[src/rtl/dsr_pkg.sv]
package dsr_pkg;
   typedef enum logic [3:0] {
      ST_IDLE,
      ST_PRE,
      ST_PWAIT,
      ST_ACT,
      ST_AWAIT,
      ST_RD,
      ST_CASW,
      ST_BEAT,
      ST_HOLD
   } dsr_state_e;
endpackage

[src/rtl/dsr_row_track.sv]
module dsr_row_track #(
   parameter int ADDR_W = 16,
   parameter int COL_W  = 8
) (
   input  logic              clk,
   input  logic              rst_n,
   input  logic [ADDR_W-1:0] cmp_addr_i,
   input  logic [ADDR_W-1:0] upd_addr_i,
   input  logic              upd_i,
   output logic              hit_o
);
   localparam int ROW_W = ADDR_W - COL_W;

   logic [ROW_W-1:0] open_row_q;
   logic             open_vld_q;

   always_ff @(posedge clk or negedge rst_n) begin
      if (!rst_n) begin
         open_row_q <= '0;
         open_vld_q <= 1'b0;
      end else if (upd_i) begin
         open_row_q <= upd_addr_i[ADDR_W-1:COL_W];
         open_vld_q <= 1'b1;
      end
   end

   assign hit_o = open_vld_q && (cmp_addr_i[ADDR_W-1:COL_W] == open_row_q);
endmodule

[src/rtl/dsr_timer.sv]
module dsr_timer #(
   parameter int CNT_W = 2
) (
   input  logic             clk,
   input  logic             rst_n,
   input  logic             load_i,
   input  logic [CNT_W-1:0] load_val_i,
   output logic             zero_o
);
   logic [CNT_W-1:0] cnt_q;

   always_ff @(posedge clk or negedge rst_n) begin
      if (!rst_n)              cnt_q <= '0;
      else if (load_i)         cnt_q <= load_val_i;
      else if (cnt_q != '0)    cnt_q <= cnt_q - 1'b1;
   end

   assign zero_o = (cnt_q == '0);
endmodule

[src/rtl/dma_sdram_rd_ack.sv]
module dma_sdram_rd_ack #(
   parameter int ADDR_W    = 16,
   parameter int COL_W     = 8,
   parameter int CAS_LAT   = 2,
   parameter int BURST_LEN = 4,
   parameter int GAP_CYC   = 1
) (
   input  logic              clk,
   input  logic              rst_n,
   input  logic              req_i,
   input  logic [ADDR_W-1:0] req_addr_i,
   input  logic              wr_phase_i,
   output logic              busy_o,
   output logic              dack_o,
   output logic              cmd_pre_o,
   output logic              cmd_act_o,
   output logic              cmd_rd_o,
   output logic [ADDR_W-1:0] sd_addr_o,
   output logic              data_valid_o
);
   import dsr_pkg::*;

   localparam int ROW_W  = ADDR_W - COL_W;
   localparam int V_GAP  = GAP_CYC - 1;
   localparam int V_CAS  = CAS_LAT - 2;
   localparam int V_BST  = BURST_LEN - 1;
   localparam int V_M1   = (V_GAP > V_CAS) ? V_GAP : V_CAS;
   localparam int V_MAX  = (V_M1 > V_BST) ? V_M1 : V_BST;
   localparam int CNT_W  = $clog2(V_MAX + 1) < 1 ? 1 : $clog2(V_MAX + 1);

   generate
      if (COL_W < 1 || ROW_W < 1) begin : g_bad_split
         $error("dma_sdram_rd_ack: COL_W must leave at least one row bit");
      end
      if (CAS_LAT < 2) begin : g_bad_cas
         $error("dma_sdram_rd_ack: CAS_LAT must be at least 2");
      end
      if (BURST_LEN < 1) begin : g_bad_burst
         $error("dma_sdram_rd_ack: BURST_LEN must be at least 1");
      end
      if (GAP_CYC < 1) begin : g_bad_gap
         $error("dma_sdram_rd_ack: GAP_CYC must be at least 1");
      end
   endgenerate

   dsr_state_e        state_q, state_d;
   logic [ADDR_W-1:0] addr_q;
   logic              row_hit;
   logic              tmr_zero;
   logic              tmr_load;
   logic [CNT_W-1:0]  tmr_val;
   logic              first_beat_q;

   dsr_row_track #(.ADDR_W(ADDR_W), .COL_W(COL_W)) u_rows (
      .clk        (clk),
      .rst_n      (rst_n),
      .cmp_addr_i (req_addr_i),
      .upd_addr_i (addr_q),
      .upd_i      (state_q == ST_ACT),
      .hit_o      (row_hit)
   );

   dsr_timer #(.CNT_W(CNT_W)) u_tmr (
      .clk        (clk),
      .rst_n      (rst_n),
      .load_i     (tmr_load),
      .load_val_i (tmr_val),
      .zero_o     (tmr_zero)
   );

   always_comb begin
      state_d  = state_q;
      tmr_load = 1'b0;
      tmr_val  = '0;
      unique case (state_q)
         ST_IDLE:  if (req_i) state_d = row_hit ? ST_RD : ST_PRE;
         ST_PRE: begin
            state_d  = ST_PWAIT;
            tmr_load = 1'b1;
            tmr_val  = CNT_W'(V_GAP);
         end
         ST_PWAIT: if (tmr_zero) state_d = ST_ACT;
         ST_ACT: begin
            state_d  = ST_AWAIT;
            tmr_load = 1'b1;
            tmr_val  = CNT_W'(V_GAP);
         end
         ST_AWAIT: if (tmr_zero) state_d = ST_RD;
         ST_RD: begin
            state_d  = ST_CASW;
            tmr_load = 1'b1;
            tmr_val  = CNT_W'(V_CAS);
         end
         ST_CASW: begin
            if (tmr_zero) begin
               state_d  = ST_BEAT;
               tmr_load = 1'b1;
               tmr_val  = CNT_W'(V_BST);
            end
         end
         ST_BEAT:  if (tmr_zero) state_d = ST_HOLD;
         ST_HOLD:  if (wr_phase_i) state_d = ST_IDLE;
         default:  state_d = ST_IDLE;
      endcase
   end

   always_ff @(posedge clk or negedge rst_n) begin
      if (!rst_n) begin
         state_q      <= ST_IDLE;
         addr_q       <= '0;
         first_beat_q <= 1'b0;
      end else begin
         state_q      <= state_d;
         first_beat_q <= (state_q == ST_CASW) && tmr_zero;
         if (state_q == ST_IDLE && req_i) addr_q <= req_addr_i;
      end
   end

   always_comb begin
      sd_addr_o = '0;
      if (state_q == ST_ACT)
         sd_addr_o = ADDR_W'(addr_q[ADDR_W-1:COL_W]);
      else if (state_q == ST_RD)
         sd_addr_o = ADDR_W'(addr_q[COL_W-1:0]);
   end

   assign dack_o       = (state_q != ST_IDLE);
   assign busy_o       = (state_q != ST_IDLE);
   assign cmd_pre_o    = (state_q == ST_PRE);
   assign cmd_act_o    = (state_q == ST_ACT);
   assign cmd_rd_o     = (state_q == ST_RD);
   assign data_valid_o = (state_q == ST_BEAT) && first_beat_q;
endmodule

[config.mk]
export PLATFORM = sky130hd
export DESIGN_NAME = dma_sdram_rd_ack
export DESIGN_NICKNAME = d
export VERILOG_FILES = /design/src/rtl/dsr_pkg.sv /design/src/rtl/dsr_row_track.sv /design/src/rtl/dsr_timer.sv /design/src/rtl/dma_sdram_rd_ack.sv
export SDC_FILE = /design/constraint.sdc
export NUM_CORES = 1
export LEC_CHECK = 0
export BUFFER_PORTS_ARGS = -buffer_cell sky130_fd_sc_hd__buf_4
export CORE_AREA = 2 2 60 62
export CTS_CLUSTER_SIZE = 24
export DETAILED_ROUTE_END_ITERATION = 7
export DIE_AREA = 0 0 62 64
export PLACE_DENSITY = 0.74
export SETUP_SLACK_MARGIN = 0.05
export SYNTH_ARGS = -nofsm -noshare
export SYNTH_HDL_FRONTEND = slang
export SYNTH_SLANG_ARGS = --single-unit
[constraint.sdc]
create_clock -name clk -period 4.7 [get_ports clk]
set_clock_uncertainty 0.1 [all_clocks]
set_input_delay 0.47 -clock clk [delete_from_list [all_inputs] [get_ports clk]]
set_output_delay 0.47 -clock clk [all_outputs]
set_load 0.05 [all_outputs]
==> flow_summary.toml <==
[run_status]
outcome = "finished clean"

[global_routing]
antenna_found_initial = 0
grt_pass1_wl_mm = 4.954
track_usage_pct = 17.29
grt_overflow_total = 0
grt_max_degree = 33
grt_pass1_vias = 1141

[sta]
clock.fmax_ghz = 0.3564
hold_viol = 0
finalMaxSlewViolations = 0
slew_headroom_pct = 48.39
finalWorstPathRequiredPeriod_ns = 2.805
fin_crit_sh_pct = 59.69
tns_ns = 0
setup_viol_count_final = 0
rsz0062_at_grt = "no"
tightest_slew_ns = 0.7713

[synth]
synth_area_per_cell_um2 = 11.74
ys.flop_type = "dfrtp_1"
synth-seq-area-share_pct = 49.77
ys_warn_count = 0
ys_top_cells_by_area = "dfrtp_1 (50%), mux2_2 (17%), buf_4 (4.7%), a22o_1 (4.4%), xor2_1 (4.4%)"
synth_cell_types = 31
synth_cells = 137
netlist_area_um2 = 1609
async_flop_share_pct = 100.0
yosysTopAreaCell = "dfrtp_1"
synth_top_area_share_pct = 49.77
synth_edf_count = 0
synth_seq_cells = 32

[finish]
final_util_pct = 58.36
antenna_cells = 0
areaGrowthSynthToFinish_pct = 19.13
fillerInstances = 288
layout-drive-gt1-share_pct = 41.18
final_cell_mix = "buf_4 (33), dfrtp_1 (32), mux2_2 (24)"
nNetsFinal = 191
design_area_um2 = 1917
layout.cells.most_common = "buf_4"

[cts]
post-cts-setup-buffers = 0
cts_tree = "yes"
cts_max_level = 2
cts_buffer_depth = 2
numClockSinks = 32
clk_latency_ns = 0.33
clk_pin_slew_worst_paths_ns = 0.10
cts-root-buf = "clkbuf_4"
cts-buffers-inserted = 5
hold_buffers = 1
post_cts_resized = 0

[floorplanning]
die_w_um = 62
die_area_um2 = 3968
start_util_pct = 48.99
core_um2 = 3284
die_y_um = 64
rows = 21
io_pins = 42

[setup_path]
cp.arrival_ns = 2.24
critPathBufInv = 1
cp_slowest_cell = "dfrtp_1"
worst-setup-path-type = "reg -> out"
worstPathCellList = "nand2b_1 > nor2_1 > a22o_1 > buf_4"
endpoint_kind = "primary output"
r2r_setup_slack_ns = 2.81
max_stage_delay_ns = 0.63
crit_fanout = 14
startpoint_type = "flip-flop"
startpoint = "state_q[2]"
r2r_start = "state_q[0]"
critPathRequiredTime_ns = 4.13
crit_family = "simple AND/OR/NAND/NOR gates"

[detailed_routing]
final_antenna_net_count = 0
vias = 1106
wl_per_cell_um = 13.86
drt_wl_total_mm = 2.993
via_per_inst = 5.120
firstDrtPassIters = 4
drt_iter0_markers = 71
drc = 0

[power_and_ir_drop]
switchingPower_mw = 0.5211
clkPwrFrac_pct = 13.7
powerDensity_nw_per_um2 = 661.1
p_leak_nw = 0.9113
pwr-share-seq_pct = 41.6
switching_share_pct = 41.12
p_int_mw = 0.7460
power_mw = 1.267
ir_drop_v = 0.0003050
power.share.combinational_pct = 44.7

[run]
cap_viol_max_count = 0

[hold_path]
holdCritStartpoint = "req_addr_i[0]"
hold_path_class = "in -> reg"

[place]
place.gp.congestion = 0.8674
place_area_um2 = 1842
hpwl_mm = 2.161
port_buffers = 33
==> sequential cells by signal (all words and copies together), names as in the netlist <==
register	flops
addr_q	16
u_rows.open_row_q	8
state_q	4
u_tmr.cnt_q	2
first_beat_q	1
u_rows.open_vld_q	1
==> worst paths after layout <==
kind / to / depth (start not counted)
min: addr_q[0] / 2
min in group asynchronous: u_tmr.cnt_q[0] / 2
max: sd_addr_o[3] / 4
max in group asynchronous: addr_q[6] / 2
max reg2reg: u_rows.open_row_q[6] / 3
min reg2reg: u_rows.open_vld_q / 1
==> synth_stat cells, drive strengths merged, types with 3 or more instances <==
master  instances
o21ai           5
inv             4
dfrtp          32
nand3           4
nand2           6
mux2           24
nand2b          3
a22o            8
nor2            8
nor3            4
xor2            8
buf            14
==> power by group through the flow <==
stage / clock (mW) / combinational (mW) / sequential [mW]
global placement: 0 / 0.556 / 0.524
finish: 0.174 / 0.566 / 0.527
global route: 0.187 / 0.621 / 0.545
CTS: 0.180 / 0.574 / 0.527
floorplan: 0 / 0.497 / 0.473
detailed placement: 0 / 0.571 / 0.532
==> final cells by class <==
cell class / instances / area (um^2) / area share (%)
sequential: 32 / 800.8 / 41.78
timing repair buffer: 34 / 257.7 / 13.45
inverter: 4 / 15.01 / 0.7833
clock buffer: 7 / 65.06 / 3.394
tap: 46 / 57.56 / 3.003
multi-input combinational: 93 / 720.7 / 37.60
==> cells by family after synthesis <==
group | share of synthesized area [%]
flip-flops | 49.77
AND/OR/NAND/NOR | 11.20
multiplexers | 18.04
AO/OA/AOI/OAI | 8.554
buffers and inverters | 7.076
XOR/XNOR | 4.355
adder cells (fa/ha/maj) | 0.7775
other | 0.2331
==> metal layers <==
metal  share of wire [%]  global-route usage, %  vias to the layer above
li1                    -                      -                      527
met1                  44                  22.06                      528
met2                  49                  26.17                       44
met3                 5.1                  4.858                        7
met4                 1.6                  8.777                        0
met5                   0                      0                        -
==> through the flow <==
stage | hold WS, ns | instances | setup slack, ns
floorplan | 0.07441 | 144 | 1.907
global placement | 0.3245 | 208 | 2.374
detailed placement | 0.3267 | 208 | 2.314
CTS | 0.2566 | 216 | 1.898
global route | 0.2644 | 216 | 1.758
finish | 0.2698 | 216 | 1.895
Power figures use the tool's default switching activity.
